==> src/rtl/ushift_pkg.sv <==
package ushift_pkg;
  typedef enum logic [1:0] {
    MODE_HOLD = 2'b00,
    MODE_SHR  = 2'b01,
    MODE_SHL  = 2'b10,
    MODE_LOAD = 2'b11
  } mode_e;

  typedef struct packed {
    logic hold;
    logic shr;
    logic shl;
    logic load;
  } sel_t;
endpackage

==> src/rtl/ushift_mode_dec.sv <==
module ushift_mode_dec
  import ushift_pkg::*;
(
  input  logic [1:0] mode,
  output sel_t       sel
);
  always_comb begin
    sel = '0;
    case (mode_e'(mode))
      MODE_SHR:  sel.shr  = 1'b1;
      MODE_SHL:  sel.shl  = 1'b1;
      MODE_LOAD: sel.load = 1'b1;
      default:   sel.hold = 1'b1;
    endcase
  end
endmodule

==> src/rtl/ushift_cell.sv <==
module ushift_cell
  import ushift_pkg::*;
(
  input  logic clk,
  input  logic clr,
  input  sel_t sel,
  input  logic par_bit,
  input  logic from_lower,
  input  logic from_upper,
  output logic q_bit
);
  logic nxt;

  // one-hot AND-OR selector in front of the flip-flop
  always_comb begin
    nxt = (sel.hold & q_bit)
        | (sel.shr  & from_lower)
        | (sel.shl  & from_upper)
        | (sel.load & par_bit);
  end

  always_ff @(posedge clk) begin
    if (clr) q_bit <= 1'b0;
    else     q_bit <= nxt;
  end
endmodule

==> src/rtl/ushift_reg.sv <==
module ushift_reg #(
  parameter int WIDTH = 4
) (
  input  logic             clk,
  input  logic             clr,
  input  logic [1:0]       mode,
  input  logic [WIDTH-1:0] par_in,
  input  logic             sin_left,
  input  logic             sin_right,
  output logic [WIDTH-1:0] q
);
  import ushift_pkg::*;

  localparam int TOP = WIDTH - 1;

  sel_t sel;

  ushift_mode_dec dec_i (
    .mode (mode),
    .sel  (sel)
  );

  for (genvar i = 0; i < WIDTH; i++) begin : g_bit
    logic lower_src;
    logic upper_src;
    if (i == 0) begin : g_first
      assign lower_src = sin_right;
    end else begin : g_mid_lo
      assign lower_src = q[i-1];
    end
    if (i == TOP) begin : g_last
      assign upper_src = sin_left;
    end else begin : g_mid_hi
      assign upper_src = q[i+1];
    end

    ushift_cell cell_i (
      .clk        (clk),
      .clr        (clr),
      .sel        (sel),
      .par_bit    (par_in[i]),
      .from_lower (lower_src),
      .from_upper (upper_src),
      .q_bit      (q[i])
    );
  end
endmodule

==> config.mk <==
export PLATFORM = sky130hd
export DESIGN_NAME = ushift_reg
export DESIGN_NICKNAME = d
export VERILOG_FILES = /design/src/rtl/ushift_pkg.sv /design/src/rtl/ushift_mode_dec.sv /design/src/rtl/ushift_cell.sv /design/src/rtl/ushift_reg.sv
export SDC_FILE = /design/constraint.sdc
export NUM_CORES = 1
export LEC_CHECK = 0
export CAP_MARGIN = 20
export CORE_AREA = 5 5 42 44
export CTS_BUF_LIST = sky130_fd_sc_hd__clkbuf_16
export DETAILED_ROUTE_END_ITERATION = 10
export DIE_AREA = 0 0 47 49
export PLACE_DENSITY = 0.4
export SLEW_MARGIN = 25
export SYNTH_ARGS = -nofsm -noshare
export SYNTH_HDL_FRONTEND = slang
export SYNTH_HIERARCHICAL = 1
export SYNTH_SLANG_ARGS = --single-unit
==> constraint.sdc <==
create_clock -name clk -period 0.8 [get_ports clk]
set_clock_uncertainty 0.05 [all_clocks]
set_input_delay 0.16 -clock clk [delete_from_list [all_inputs] [get_ports clk]]
set_output_delay 0.16 -clock clk [all_outputs]
set_load 0.005 [all_outputs]
* Word level (Yosys, flattened, before mapping)
Index checks and enable logic that the tools add are counted.
** Storage, ports and cells
- Memories :: 0
- Bits in writable memories :: 0
- Output and inout bits :: 4
- Bits in latches :: 0
- Register bits :: 4
- Logic and storage cells :: 40
- Input bits :: 10
- Memory bits (read-only) :: 0
** Cells by class
- Bitwise logic cells :: 28
- Add/subtract/negate cells :: 0
- Shift-type cells :: 0
- Muxes and demuxes :: 4
- $mul :: 0
- Div/mod/pow operators :: 0
- Equality and inequality tests :: 3
- Reductions and logical operators :: 1
- $lt $le $gt $ge :: 0
** Operator list (count)
- 1-bit bitwise AND :: 16
- 1-bit bitwise OR :: 12
- 2-bit == test, second input constant :: 2
- 1-bit two-way mux :: 4
- 3-bit OR reduction :: 1
- 2-bit by 1-bit == test with 1-bit output, second input constant :: 1

* Longest topological paths before layout
Gate-level depths: netlist (run 1).
- Word-level depth :: 7
- Depth in mapped cells :: 3

* Hierarchy
Netlist (run 1), hierarchy kept.
** Modules (own cells, without submodules)
- ushift_cell :: area each 40.0 sq um, sequential area each 20.0 sq um, cells an instance 4, times used 4
- ushift_reg :: area each 30.0 sq um, sequential area each 0.0 sq um, cells an instance 4, times used 1
- ushift_mode_dec :: area each 26.3 sq um, sequential area each 0.0 sq um, cells an instance 4, times used 1

* Worst setup path after synthesis (run 1)
No wires, ideal clock.
- Path type :: input-to-reg
- Start point :: input mode[1]
- End point :: register g_bit[0].cell_i.q_bit
- Buffers on the path :: 0
- Arrival :: 0.589 ns
- Required time :: 0.627 ns
- Path slack :: 0.038 ns
- Cell stages on the path :: 3
- Cell sequence :: and2b_2 > a22oi_1 > a21oi_1
** On the way
- Word-level cells in the longest chain between the ends :: 7
- Elaborated cells between the ends (all ways) :: 15
- Those cells by class :: eq/ne (3); mux (4); bitwise (7); reduce/logical (1)
** RTL lines
- start, declared :: line ushift_reg.sv:6 : input logic [1:0] mode,
- 2-bit by 1-bit == test with 1-bit output / 2-bit == test (equally long branches) :: line ushift_mode_dec.sv:9 : case (mode_e'(mode))
- 3-bit OR reduction (no source line)
- 1-bit two-way mux :: line ushift_mode_dec.sv:9
- 1-bit bitwise AND :: line ushift_cell.sv:16 : nxt = (sel.hold & q_bit)
- 1-bit bitwise OR :: line ushift_cell.sv:17 : | (sel.shr & from_lower)
- 1-bit bitwise OR :: line ushift_cell.sv:18 : | (sel.shl & from_upper)
- 1-bit bitwise OR * :: line ushift_cell.sv:19 : | (sel.load & par_bit);
- end signal, assigned :: line ushift_cell.sv:24 : else q_bit <= nxt;
- end, declared :: line ushift_cell.sv:10 : output logic q_bit
Every way passes the cells marked *; elsewhere a longest branch is shown, timed or not.
A chain may end at the register's enable or synchronous reset.

* Worst setup path after layout (run 1)
- Start point :: register g_bit[0].cell_i.q_bit
- End point :: output q[0]
** RTL lines
- end, declared :: line ushift_reg.sv:10 : output logic [WIDTH-1:0] q
No word-level cell between the ends.

==> impl_metrics.ini, run 1 <==
[outcome]
status = complete, but fails checks
violations = setup timing

[detailed_routing]
route.detailed.drc = 0
via_per_inst = 4.45
drtIter0Drc = 2
wl_per_cell_um = 12.0
routed_wl_um = 672
firstDrtPassIters = 4
drtAntennaViolNets = 0
num_vias = 249

[cts]
cts_tree = yes
cts_buffers = 3
root_buffer = clkbuf_16
cts_buffer_depth = 2
clock_latency_ns = 0.22
postCtsHoldBufs = 0
clk_pin_slew_ns = 0.03
clkSinkCount = 4
htree_num_levels = 1
cts_setup_buffers = 0

[timing]
setup_slack_ns = -0.0592
slew_headroom_pct = 84.1
fin_crit_sh_pct = 107
layout_min_cycle_time_ns = 0.859
slew_viol_final = 0
worst_slew_pin_slew_ns = 0.238
setup_viol_count_final = 8
timing.final.hold_violations = 0
grt_setup_unrepaired = yes
fmax_mhz = 1160
finalSetupTns_ns = -0.337
whs_ns = 0.454

[setup_path]
worst_setup_path_start_kind = flop
cp.required_ns = 0.59
path_cells = buf_6
cp_num_buf_inv = 1
critical_path_class = flop to output port
crit_fanout = 2
crit_family = flip-flops
crit_arrival_ns = 0.65
critical_path.slowest_cell = dfxtp_2
slowest_delay_ns = 0.32
cp-end-kind = output port

[placed_design]
placed_cell_area_um2 = 367
gp_congestion = 0.727
dp_cells = 53
io_buffers = 13
dp_hpwl_um = 496
pre_cts_ws_ns = -0.556

[global_route]
grt_pass1_vias = 276
grt_pass1_wl_um = 1190
grt-ovfl-total = 0
antenna_found_initial = 0
grtUsageTotal_pct = 7.68
grt_start_max_net_pins = 5

[floorplan]
start_util_pct = 15.4
fp.coreArea_mm2 = 0.00140
dieArea_mm2 = 0.00230
io_pins = 14
core.rowCount = 14
dieHeight_um = 49
die_w_um = 47

[final_layout]
layout-drive-gt1-share_pct = 70.0
final-seq-area_um2 = 85.1
area_growth_pct = 134
diodes = 0
final_cell_mix = a22oi_2 (7), clkdlybuf4s50_1 (7), buf_6 (6), a21oi_1 (4), dfxtp_2 (4)
largest_reg_flops = 4
design_area_um2 = 505
multi_input_area_um2 = 153
n_fill_cell = 163
largest-register = g_bit.cell_i/q_bit
reg.largest.list = g_bit.cell_i/q_bit: 4 flops
final_cells = 56
num-nets-final = 52

[yosys]
synth-seq-cells = 4
syn_nets = 34
syn_area_um2 = 216
ys_seq_area_share_pct = 37.0
synth_cells = 24
synth_area_per_cell_um2 = 9.02
yosys_warnings = 6
synth.distinct_cells = 8

[pwr]
p_leak_nw = 0.191
power.density_mw_per_mm2 = 2290
vdd_drop_max_uv = 1120

[hold_path]
hold_class = primary input to flop

[job]
maxCapViolations = 0
[worst paths after layout]
path	startpoint	end	slack, ns	depth (start not counted)
setup / recovery	g_bit[0].cell_i/q_bit$_SDFF_PP0_	q[0]	-0.06	1
hold / removal	mode[1]	g_bit[0].cell_i/q_bit$_SDFF_PP0_	0.45	4
setup reg to reg	g_bit[0].cell_i/q_bit$_SDFF_PP0_	g_bit[0].cell_i/q_bit$_SDFF_PP0_	-0.05	3
hold reg to reg	g_bit[0].cell_i/q_bit$_SDFF_PP0_	g_bit[1].cell_i/q_bit$_SDFF_PP0_	0.56	3
[Yosys cell counts]
cell type	count	area share, %
dfxtp_1	4	37
a22oi_1	8	28
a21oi_1	4	9.2
buf_4	4	14
and2_2	1	3.5
and2b_2	1	4.0
nor2b_1	1	2.9
nor2_1	1	1.7
[repair_timing]
action,in CTS,in global routing
endpoints found under the hold margin,0,0
resized for setup,37,6
endpoints found under the setup margin,8,8
cloned,0,0
pin swaps,4,3
[logic make-up (layout without fill, tap and decap cells)]
| family | Yosys count | in the layout | share of synthesized area, % |
|---|---|---|---|
| and+or+nand+nor | 4 | 4 | 12.1 |
| DFF | 4 | 4 | 37.0 |
| AOI/OAI and AO/OA | 12 | 12 | 37.0 |
| buffers and inverters | 4 | 20 | 13.9 |
[report_power, final]
group / internal (mW) / leakage (nW) / total (mW) / switching [mW]
combinational: 0.103 / 0.120 / 0.162 / 0.0589
sequential: 0.215 / 0.0344 / 0.224 / 0.00888
clock: 0.638 / 0.0370 / 0.772 / 0.134
total: 0.957 / 0.191 / 1.16 / 0.202
[per-layer routing]
| layer | track usage, % | part of all wire (%) | wire length [um] | up-vias |
|---|---|---|---|---|
| met4 | 4.15 | 0 | 0 | 0 |
| met2 | 12.2 | 58 | 389 | 7 |
| met1 | 6.37 | 33 | 225 | 120 |
| met5 | 0 | 0 | 0 | - |
| met3 | 6.27 | 8.5 | 57 | 0 |
| li1 | - | - | - | 122 |
[stage by stage]
step	total power [mW]	utilization, %
2_1_floorplan	0.273	-
3_3_place_gp	0.355	26.2
3_5_place_dp	0.354	26.2
4_1_cts	1.16	33.9
5_1_grt	1.21	36.1
6_report	1.16	36.1
[cell type report]
class,count,area share [%]
Clock buffer,3,14.9
Multi-Input combinational cell,16,30.2
Tap cell,16,3.96
Timing Repair Buffer,17,34.2
Sequential cell,4,16.8
Power figures use the tool's default switching activity.
==> inputs of run 2 (changes only) <==
--- a/config.mk
+++ b/config.mk
@@ -11,7 +11,7 @@
 export DETAILED_ROUTE_END_ITERATION = 10
 export DIE_AREA = 0 0 47 49
 export PLACE_DENSITY = 0.4
-export SLEW_MARGIN = 25
+export SLEW_MARGIN = 10
 export SYNTH_ARGS = -nofsm -noshare
 export SYNTH_HDL_FRONTEND = slang
 export SYNTH_HIERARCHICAL = 1
==> results of run 2 <==
The final DEF is identical to that of run 1; final timing and power are the same.
